===== config.mk =====
export PLATFORM = sky130hd
export DESIGN_NAME = psram_pwr_seq
export DESIGN_NICKNAME = d
export VERILOG_FILES = /design/src/rtl/psram_pwr_seq.sv
export SDC_FILE = /design/constraint.sdc
export NUM_CORES = 1
export LEC_CHECK = 0
export BUFFER_PORTS_ARGS = -buffer_cell sky130_fd_sc_hd__buf_2
export CAP_MARGIN = 10
export CORE_AREA = 4 4 91 93
export CTS_CLUSTER_DIAMETER = 40
export DETAILED_ROUTE_END_ITERATION = 6
export DIE_AREA = 0 0 95 97
export PLACE_DENSITY = 0.77
export SKIP_CTS_REPAIR_TIMING = 1
export SYNTH_ARGS = -nofsm -noshare
export SYNTH_HDL_FRONTEND = slang
export SYNTH_SLANG_ARGS = --single-unit

===== constraint.sdc =====
create_clock -name clk -period 2.2 [get_ports clk]
set_input_delay 0.11 -clock clk [delete_from_list [all_inputs] [get_ports clk]]
set_output_delay 0.11 -clock clk [all_outputs]
set_load 0.01 [all_outputs]

===== src/rtl/psram_pwr_seq.sv =====
module psram_pwr_seq #(
  parameter int AW            = 21,
  parameter int DW            = 16,
  parameter int SETUP_CYC     = 1,
  parameter int STROBE_CYC    = 3,
  parameter int HOLD_CYC      = 3,
  parameter int RECOV_CYC     = 20,
  parameter int PD_SETUP_CYC  = 3,
  parameter int PD_HOLD_CYC   = 22,
  parameter int DEEP_EXIT_CYC = 75000,
  parameter int PART_EXIT_CYC = 250
) (
  input  logic          clk,
  input  logic          rst_n,
  input  logic          cmd_valid,
  input  logic [1:0]    cmd_op,
  input  logic [AW-1:0] cmd_addr,
  input  logic [DW-1:0] cmd_data,
  output logic          busy,
  output logic          done,
  output logic          mem_e1_n,
  output logic          mem_e2,
  output logic          mem_oe_n,
  output logic          mem_we_n,
  output logic [1:0]    mem_be_n,
  output logic [AW-1:0] mem_addr,
  output logic [DW-1:0] mem_dq,
  output logic          mem_dq_oe
);
  function automatic int mx(input int a, input int b);
    return (a > b) ? a : b;
  endfunction

  localparam int MAXC = mx(mx(mx(SETUP_CYC, STROBE_CYC), mx(HOLD_CYC, RECOV_CYC)),
                           mx(mx(PD_SETUP_CYC, PD_HOLD_CYC), mx(DEEP_EXIT_CYC, PART_EXIT_CYC)));
  localparam int CW = $clog2(MAXC + 1);
  localparam logic [CW-1:0] L_SET  = CW'(SETUP_CYC - 1);
  localparam logic [CW-1:0] L_STB  = CW'(STROBE_CYC - 1);
  localparam logic [CW-1:0] L_HLD  = CW'(HOLD_CYC - 1);
  localparam logic [CW-1:0] L_REC  = CW'(RECOV_CYC - 1);
  localparam logic [CW-1:0] L_PDS  = CW'(PD_SETUP_CYC - 1);
  localparam logic [CW-1:0] L_PDH  = CW'(PD_HOLD_CYC - 1);
  localparam logic [CW-1:0] L_DEEP = CW'(DEEP_EXIT_CYC - 1);
  localparam logic [CW-1:0] L_PART = CW'(PART_EXIT_CYC - 1);

  localparam logic [1:0] OP_PROG  = 2'b01;
  localparam logic [1:0] OP_ENTER = 2'b10;
  localparam logic [1:0] OP_EXIT  = 2'b11;

  typedef enum logic [3:0] {
    ST_IDLE, ST_WAKE, ST_SET, ST_STB, ST_HLD, ST_REC, ST_PDS, ST_PDH, ST_PD
  } st_t;

  st_t           st;
  logic [CW-1:0] cnt;
  logic [2:0]    idx;
  logic [AW-1:0] cfg_a;
  logic [DW-1:0] cfg_d;
  logic          deep_q;
  logic          done_q;

  wire last   = (cnt == '0);
  wire wr_cyc = (idx == 3'd3) || (idx == 3'd4);
  wire on_bus = (st == ST_SET) || (st == ST_STB) || (st == ST_HLD);
  wire strobe = (st == ST_STB);

  always_ff @(posedge clk or negedge rst_n) begin
    if (!rst_n) begin
      st     <= ST_WAKE;
      cnt    <= L_DEEP;
      idx    <= '0;
      cfg_a  <= '0;
      cfg_d  <= '0;
      deep_q <= 1'b1;
      done_q <= 1'b0;
    end else begin
      done_q <= 1'b0;
      if (!last) cnt <= cnt - 1'b1;
      case (st)
        ST_IDLE: if (cmd_valid) begin
          if (cmd_op == OP_PROG) begin
            st    <= ST_SET;
            cnt   <= L_SET;
            idx   <= '0;
            cfg_a <= cmd_addr;
            cfg_d <= cmd_data;
          end else if (cmd_op == OP_ENTER) begin
            st  <= ST_PDS;
            cnt <= L_PDS;
          end
        end
        ST_PD: if (cmd_valid && cmd_op == OP_EXIT) begin
          st  <= ST_WAKE;
          cnt <= deep_q ? L_DEEP : L_PART;
        end
        ST_WAKE, ST_REC: if (last) begin
          st     <= ST_IDLE;
          done_q <= 1'b1;
        end
        ST_SET: if (last) begin
          st  <= ST_STB;
          cnt <= L_STB;
        end
        ST_STB: if (last) begin
          st  <= ST_HLD;
          cnt <= L_HLD;
        end
        ST_HLD: if (last) begin
          if (idx == 3'd5) begin
            st     <= ST_REC;
            cnt    <= L_REC;
            deep_q <= (cfg_d[1:0] == 2'b00);
          end else begin
            st  <= ST_SET;
            cnt <= L_SET;
            idx <= idx + 3'd1;
          end
        end
        ST_PDS: if (last) begin
          st  <= ST_PDH;
          cnt <= L_PDH;
        end
        ST_PDH: if (last) begin
          st     <= ST_PD;
          done_q <= 1'b1;
        end
        default: st <= ST_IDLE;
      endcase
    end
  end

  assign busy      = !((st == ST_IDLE) || (st == ST_PD));
  assign done      = done_q;
  assign mem_e1_n  = !((st == ST_SET) || strobe);
  assign mem_e2    = !((st == ST_PDS) || (st == ST_PDH) || (st == ST_PD));
  assign mem_oe_n  = !(strobe && !wr_cyc);
  assign mem_we_n  = !(strobe && wr_cyc);
  assign mem_be_n  = on_bus ? 2'b00 : 2'b11;
  assign mem_addr  = (on_bus && idx == 3'd4) ? cfg_a : {AW{1'b1}};
  assign mem_dq    = (idx == 3'd4) ? cfg_d : '0;
  assign mem_dq_oe = on_bus && wr_cyc;
endmodule



# Word level (Yosys, flattened, before mapping)
# Cells that the tools add are included.
# word_totals
out_inout_bits	46
in_bits	42
ff_bits	63
word_cells	95
# op_classes
reduce_logical	28
eq_ne	25
n_addsub	2
mux	33
# ops
cell	n
$mux W17	9
$pmux W17 S5	1
$mux W4	10
$pmux W4 S8	1
$mux W21	1
$ne A2 B2 Y1 const B	10
$logic_not A17 Y1	1
$sub A17 B1 Y17 const B	1
$eq A4 B3 Y1 const B	4
$mux W16	1
$mux W3	5
$reduce_and A9 Y1	1
$eq A4 B2 Y1 const B	2
$eq A3 B3 Y1 const B	2
$logic_not A1 Y1	6
$logic_or A1 B1 Y1	6
$pmux W3 S2	1
$reduce_and A3 Y1	2
$logic_and A1 B1 Y1	5
$mux W5	1
$reduce_and A5 Y1	1
$eq A2 B2 Y1 const B	2
$eq A4 B1 Y1 const B	1
$eq A4 B4 Y1 const B	1
other kinds (11)	13

# Logic depth before layout (Yosys ltp)
# Gate-level depths: netlist (run 1).
# depth
word_depth	6
depth_mapped	10
depth_no_buf	10

# Least setup slack after synthesis (run 1)
# OpenSTA, ideal clock, no wires.
# synth_path
kind	register to register
start	register cnt[0]
end	register cnt[0]
t_arrival_ns	2.054
path_slack_ns	0.052
period_less_slack_ns	2.148
setup_ns	0.094
required_ns	2.106
stages_incl_launch_ff	10
path_buffers	0
path_cell_list	dfstp_2 inv_1 ha_1 or3b_1 nor4_1 nand3_1 ha_1 mux2_2 a21oi_1 o221ai_1
# synth_via
elab_chain_len	6
elab_cells_between_ends	11
classes_between	add/sub: 1; mux: 9; reduce/logical: 1
# synth_lines
element	line_no	source
start: declaration	55	logic [CW-1:0] cnt;
start signal: assignment	78	if (!last) cnt <= cnt - 1'b1;
start signal: assignment	94	cnt <= deep_q ? L_DEEP : L_PART;
$sub A17 B1 Y17 or $logic_not A17 Y1 (tied branches)	78, 62	
$mux W17	78	
$mux W17	87	end else if (cmd_op == OP_ENTER) begin
$mux W17	81	if (cmd_op == OP_PROG) begin
$mux W17	80	ST_IDLE: if (cmd_valid) begin
$pmux W17 S5 *	79	case (st)
# Mark *: on every way between the ends. The rest lies on a longest branch, timed or not.
# A chain may end at the register's enable or synchronous reset.

# Worst setup path after layout (run 1)
# Same ends and word-level chain as after synthesis.

==> flow_metrics.tcl, run 1 <==
set metrics [dict create \
    skew_ns 0.00942 \
    slowest_stage "dfstp_2" \
    syn_avg_cell_area_um2 8.57 \
    min-delay-start "cmd_valid" \
    core_um2 7530 \
    r2r_slack_ns 0.04 \
    portBuffers 87 \
    dieArea_um2 9220 \
    busiest_layer "met2" \
    crit_family "simple AND/OR/NAND/NOR gates" \
    synthArstFlopShare_pct 100 \
    drt_iter0_drc 237 \
    final_core_util_pct 65.8 \
    dp_hpwl_um 6480 \
    ys.flop_type "dfrtp_1" \
    synth_warnings 0 \
    met3_usage_pct 5.60 \
    antenna_left 0 \
    p_comb_share_pct 42.6 \
    worstHoldPathType "input pin to register" \
    clock_path_buffers 2 \
    critical_path_class "register to register" \
    ys_seq_elements 63 \
    max_cap_viol_count 0 \
    syn_to_final_growth_pct 37.9 \
    netlist_area_um2 3590 \
    path_buf_inv 1 \
    drc_errors 0 \
    p_int_mw 3.44 \
    cts_sinks 63 \
    critPathMaxFanout 5 \
    status "complete, no violations" \
    worst_path_largest_cell_delay_ns 0.40 \
    cp.arrival_ns 2.41 \
    hold_viol 0 \
    r2r_cells 9 \
    post-route-period-util_pct 98.1 \
    drive_gt1_share_pct 35.0 \
    antenna-diode-count 0 \
    yosysTopAreaCell "dfrtp_1" \
    crit_path_end_kind "register" \
    vias_per_cell 5.21 \
    htree_levels 3 \
    cp_cell_sequence "inv_2 > ha_4 > or3b_1 > nor4_1 > nand3_1 > ha_2 > mux2_4 > a21oi_2 > o221ai_1" \
    grt_max_degree 41 \
    slew_headroom_pct 63.1 \
    worst_slew_pin_slew_ns 0.553 \
    grt_use_met1_pct 26.6 \
    tns_ns 0 \
    synth-edff-count 0 \
    vias 3490 \
    crit_cells 9 \
    r2r_end "cnt[0]" \
    cp-start-kind "register" \
    gr-usage-met2_pct 33.3 \
    clkPwrFrac_pct 19.9 \
    synth.top_cell.area_share_pct 35.5 \
    power.net_switching_mw 2.12 \
    fmax_ghz 0.464 \
    wl_per_cell_um 15.0 \
    track_usage_pct 20.5 \
    grt_pass1_vias 3264 \
    yosysSeqAreaShare_pct 44.3 \
    netlist_top_cells_count "nand2_1, dfrtp_1, or2_2, nor2_1" \
    crit_path_end "cnt[0]" \
    numCtsBuffers 9 \
    crit_start "cnt[0]" \
    p_sw_share_pct 38.1 \
    fp-row-count 32 \
    power.leakage_nw 2.43 \
    path_clk_slew_ns 0.07 \
    hold_slack_ns 0.255 \
    finalSetupViolCount 0 \
    fin_crit_ns 2.16 \
    cts-root-buf "clkbuf_8" \
    cts_tree "built" \
    max-vdd-ir-drop_mv 0.621 \
    boundaryPins 88 \
    die_y_um 97 \
    drv_slew 0 \
    p_total_mw 5.56 \
    regToRegStartpoint "cnt[0]" \
    yosysMostFrequentCell "nand2_1" \
    synth_cell_types 59 \
    powerDensity_nw_per_um2 1120 \
    antenna_found_initial 0 \
    insertion_delay_ns 0.34 \
    gp_congestion 0.908 \
    netlist_instances 419 \
    first_pass_iters 4 \
    wirelength_um 10100 \
    synth_area_leaders "dfrtp_1, nand2_1, dfstp_2, or2_2, ha_1" \
    p_seq_share_pct 37.4 \
    required_ns 2.45 \
    start_util_pct 47.7 \
    grt_pass1_wl_um 15200 \
    fin_nets 614 \
    grt-ovfl-total 0 \
    die_w_um 95 \
    syn-num-nets 470 \
]
[layer usage]
| layer | vias up | wire length, µm |
|---|---|---|
| met5 | - | 0 |
| li1 | 1698 | - |
| met3 | 27 | 496 |
| met1 | 1661 | 4140 |
| met2 | 104 | 5190 |
| met4 | 0 | 248 |
[registers in the layout, summed over array words and instances, names as in the netlist]
register	cells
cfg_a	21
cnt	17
cfg_d	16
st	4
idx	3
deep_q	1
done	1
[power by group through the flow]
stage	clock, mW	sequential (mW)	combinational (mW)
floorplan	0	1.96	1.57
global placement	0	2.09	1.96
detailed placement	0	2.11	2.03
CTS	1.13	2.10	2.04
global route	1.18	2.16	2.63
finish	1.11	2.08	2.37
[placed cells by master, fill, tap and decap left out, types with 3 or more instances in the layout]
| cell | n |
|---|---|
| and2_1 | 3 |
| or2_2 | 21 |
| dfrtp_1 | 48 |
| nor4b_2 | 3 |
| and3_1 | 17 |
| o21ai_0 | 8 |
| nor4_2 | 3 |
| dfstp_2 | 11 |
| xor2_1 | 9 |
| dlygate4sd3_1 | 38 |
| inv_2 | 3 |
| buf_2 | 87 |
| a21oi_1 | 15 |
| nand4_1 | 5 |
| o21ai_1 | 3 |
| nor3_1 | 9 |
| ha_1 | 7 |
| nand3_1 | 16 |
| buf_4 | 32 |
| nand2_1 | 125 |
| nor2_1 | 18 |
| inv_1 | 8 |
| dfrtp_2 | 3 |
| xnor2_1 | 4 |
| clkbuf_8 | 9 |
| nor4_1 | 5 |
[cells by family after synthesis]
logic type / synth area share (%)
AND/OR/NAND/NOR: 33.7
flip-flops: 44.3
AO/OA/AOI/OAI: 9.86
buffers and inverters: 4.91
XOR/XNOR: 3.17
adder cells (fa/ha/maj): 3.14
multiplexers: 0.871
[worst register-to-register path, stage by stage (launching register included)]
cell and delay (ns):
dfstp_2 0.40, inv_2 0.09, ha_4 0.14, or3b_1 0.36, nor4_1 0.23, nand3_1 0.15
ha_2 0.22, mux2_4 0.27, a21oi_2 0.11, o221ai_1 0.11
[cell type report]
cell class                      instances  area [µm²]
Sequential cell                        63        1600
Clock inverter                          7        97.6
Fill cell                             637        2580
Timing Repair Buffer                  159        1100
Inverter                               12        47.5
Multi-Input combinational cell        318        1860
Clock buffer                            9         124
Tap cell                              102         128
[how the worst min path moves through the flow]
stage	endpoint	cells past startpoint
global route	st[3]	3
global placement	cnt[9]	1
floorplan	cfg_a[0]	0
finish	cnt[1]	4
CTS	cnt[9]	1
detailed placement	cnt[9]	1
[metrics by stage]
| stage | instance area (µm²) | std cells | setup slack [ns] |
|---|---|---|---|
| after floorplan | 3590 | 419 | 0.0519 |
| after global placement | 4200 | 602 | 0.0928 |
| after detailed placement | 4200 | 602 | -0.0315 |
| after CTS | 4420 | 618 | -0.175 |
| after global routing | 4950 | 670 | -0.00478 |
| final | 4950 | 670 | 0.0427 |
Power figures use the tool's default switching activity.
==> run 2, diff against run 1 <==
--- a/config.mk
+++ b/config.mk
@@ -7,11 +7,12 @@
 export LEC_CHECK = 0
 export BUFFER_PORTS_ARGS = -buffer_cell sky130_fd_sc_hd__buf_2
 export CAP_MARGIN = 10
-export CORE_AREA = 4 4 91 93
+export CORE_AREA = 4 4 90 92
+export CTS_BUF_LIST = sky130_fd_sc_hd__clkbuf_8
 export CTS_CLUSTER_DIAMETER = 40
 export DETAILED_ROUTE_END_ITERATION = 6
-export DIE_AREA = 0 0 95 97
-export PLACE_DENSITY = 0.77
+export DIE_AREA = 0 0 94 96
+export PLACE_DENSITY = 0.78
 export SKIP_CTS_REPAIR_TIMING = 1
 export SYNTH_ARGS = -nofsm -noshare
 export SYNTH_HDL_FRONTEND = slang
==> run 2 against run 1 <==
Clock skew fell by 0.0039 ns. Maximum frequency fell by 0.30%. Non-clock buffer count fell by 4. Largest cell class unchanged.
==> flow_metrics.tcl, run 2 (synthesis gave the netlist of run 1 again) <==
set metrics [dict create \
    status "complete, no violations" \
    first_pass_iters 5 \
    tns_ns 0 \
    drt_iter0_drc 268 \
    antenna_left 0 \
    grt_max_degree 38 \
    gp_congestion 0.920 \
    power.net_switching_mw 2.23 \
    fmax_ghz 0.462 \
    r2r_cells 9 \
    placedInstanceArea_um2 4170 \
    die_y_um 96 \
    cp-start-kind "register" \
    p_sw_share_pct 39.3 \
    final_common_cell "nand2_1" \
    antenna_found_initial 0 \
    fin_crit_ns 2.16 \
    drive_gt1_share_pct 35.3 \
    finalSetupViolCount 0 \
    cts-root-buf "clkbuf_8" \
    crit_path_end_kind "register" \
    htree_levels 3 \
    rsz0062_at_grt "yes" \
    p_int_mw 3.43 \
    portBuffers 87 \
    cts_tree "built" \
    max_cap_viol_count 0 \
    hold_viol 0 \
    critPathMaxFanout 3 \
    setup_ws_ns 0.0362 \
    core_um2 7210 \
    post-route-period-util_pct 98.4 \
    dp_slack_ns -0.0122 \
    dieArea_um2 9020 \
    critical_path_class "register to register" \
    reg.largest.list "cfg_a x21, cnt x17, cfg_d x16" \
    clock_path_buffers 2 \
    cts_sinks 63 \
    whs_path_depth 3 \
    grt_pass1_wl_um 15300 \
    power.leakage_nw 2.42 \
    boundaryPins 88 \
    hold_slack_ns 0.254 \
    n_fill_cell 560 \
    slew_headroom_pct 52.1 \
    numCtsBuffers 9 \
    required_ns 2.47 \
    wl_per_cell_um 16.0 \
    powerDensity_nw_per_um2 1150 \
    placed_cells_incl_taps 597 \
    max-vdd-ir-drop_mv 0.536 \
    track_usage_pct 21.4 \
    finalInstanceArea_um2 4940 \
    drv_slew 0 \
    finalNonFillerCells 663 \
    insertion_delay_ns 0.34 \
    p_total_mw 5.66 \
    skew_ns 0.00548 \
    path_clk_slew_ns 0.07 \
    clkPwrFrac_pct 19.1 \
    grt_pass1_vias 3277 \
    regMostFlops "cfg_a" \
    worst_slew_pin_slew_ns 0.718 \
    largest_reg_flops 21 \
    vias_per_cell 5.44 \
    layout_common_cells "nand2_1, buf_2, dfrtp_1" \
    fp-row-count 31 \
    syn_to_final_growth_pct 37.5 \
    die_w_um 94 \
    wirelength_um 10600 \
    worstHoldPathType "input pin to register" \
    fin_nets 610 \
    dp_hpwl_um 6660 \
    p_seq_share_pct 37.0 \
    drc_errors 0 \
    cp.arrival_ns 2.43 \
    vias 3609 \
    final_core_util_pct 68.4 \
    grt-ovfl-total 0 \
    start_util_pct 49.8 \
    antenna-diode-count 0 \
    p_comb_share_pct 44.0 \
]
run 2: critical path, stage by stage (launching register included):
cell and delay (ns):
dfstp_2 0.39, inv_4 0.08, ha_4 0.14, or3b_4 0.39, nor4_4 0.23, nand3_2 0.17
ha_4 0.21, mux2_4 0.27, a21oi_2 0.12, o221ai_2 0.09
run 2: path summary, 6_finish.rpt:
path                            from        to  slack (ns)
max                           cnt[1]    cnt[0]        0.04
min                        cmd_valid     st[3]        0.25
max reg2reg                   cnt[1]    cnt[0]        0.04
min reg2reg                 cfg_a[2]  cfg_a[2]        0.47
max in group asynchronous      rst_n    deep_q        1.13
min in group asynchronous      rst_n      done        0.36
run 2: power groups by stage:
stage          combinational (mW)  sequential [mW]  clock [mW]
2_1_floorplan                1.57             1.96           0
3_3_place_gp                 1.97             2.07           0
3_5_place_dp                 2.05             2.10           0
4_1_cts                      2.06             2.09        1.08
5_1_grt                      2.72             2.15        1.14
6_report                     2.49             2.09        1.08
run 2: area by class of cell:
| cell class | instances | area [µm²] | area share [%] |
|---|---|---|---|
| Clock inverter | 7 | 83.8 | 1.70 |
| Tap cell | 99 | 124 | 2.51 |
| Multi-Input combinational cell | 318 | 1900 | 38.5 |
| Sequential cell | 63 | 1600 | 32.4 |
| Clock buffer | 9 | 124 | 2.51 |
| Inverter | 12 | 50.0 | 1.01 |
| Timing Repair Buffer | 155 | 1060 | 21.4 |
run 2: routing by layer:
layer / part of all wire (%) / wire, µm / global-route usage (%)
met4: 2.1 / 225 / 8.54
met5: 0 / 0 / 0
met1: 40 / 4220 / 26.5
met2: 53 / 5630 / 36.5
met3: 5.2 / 552 / 4.85
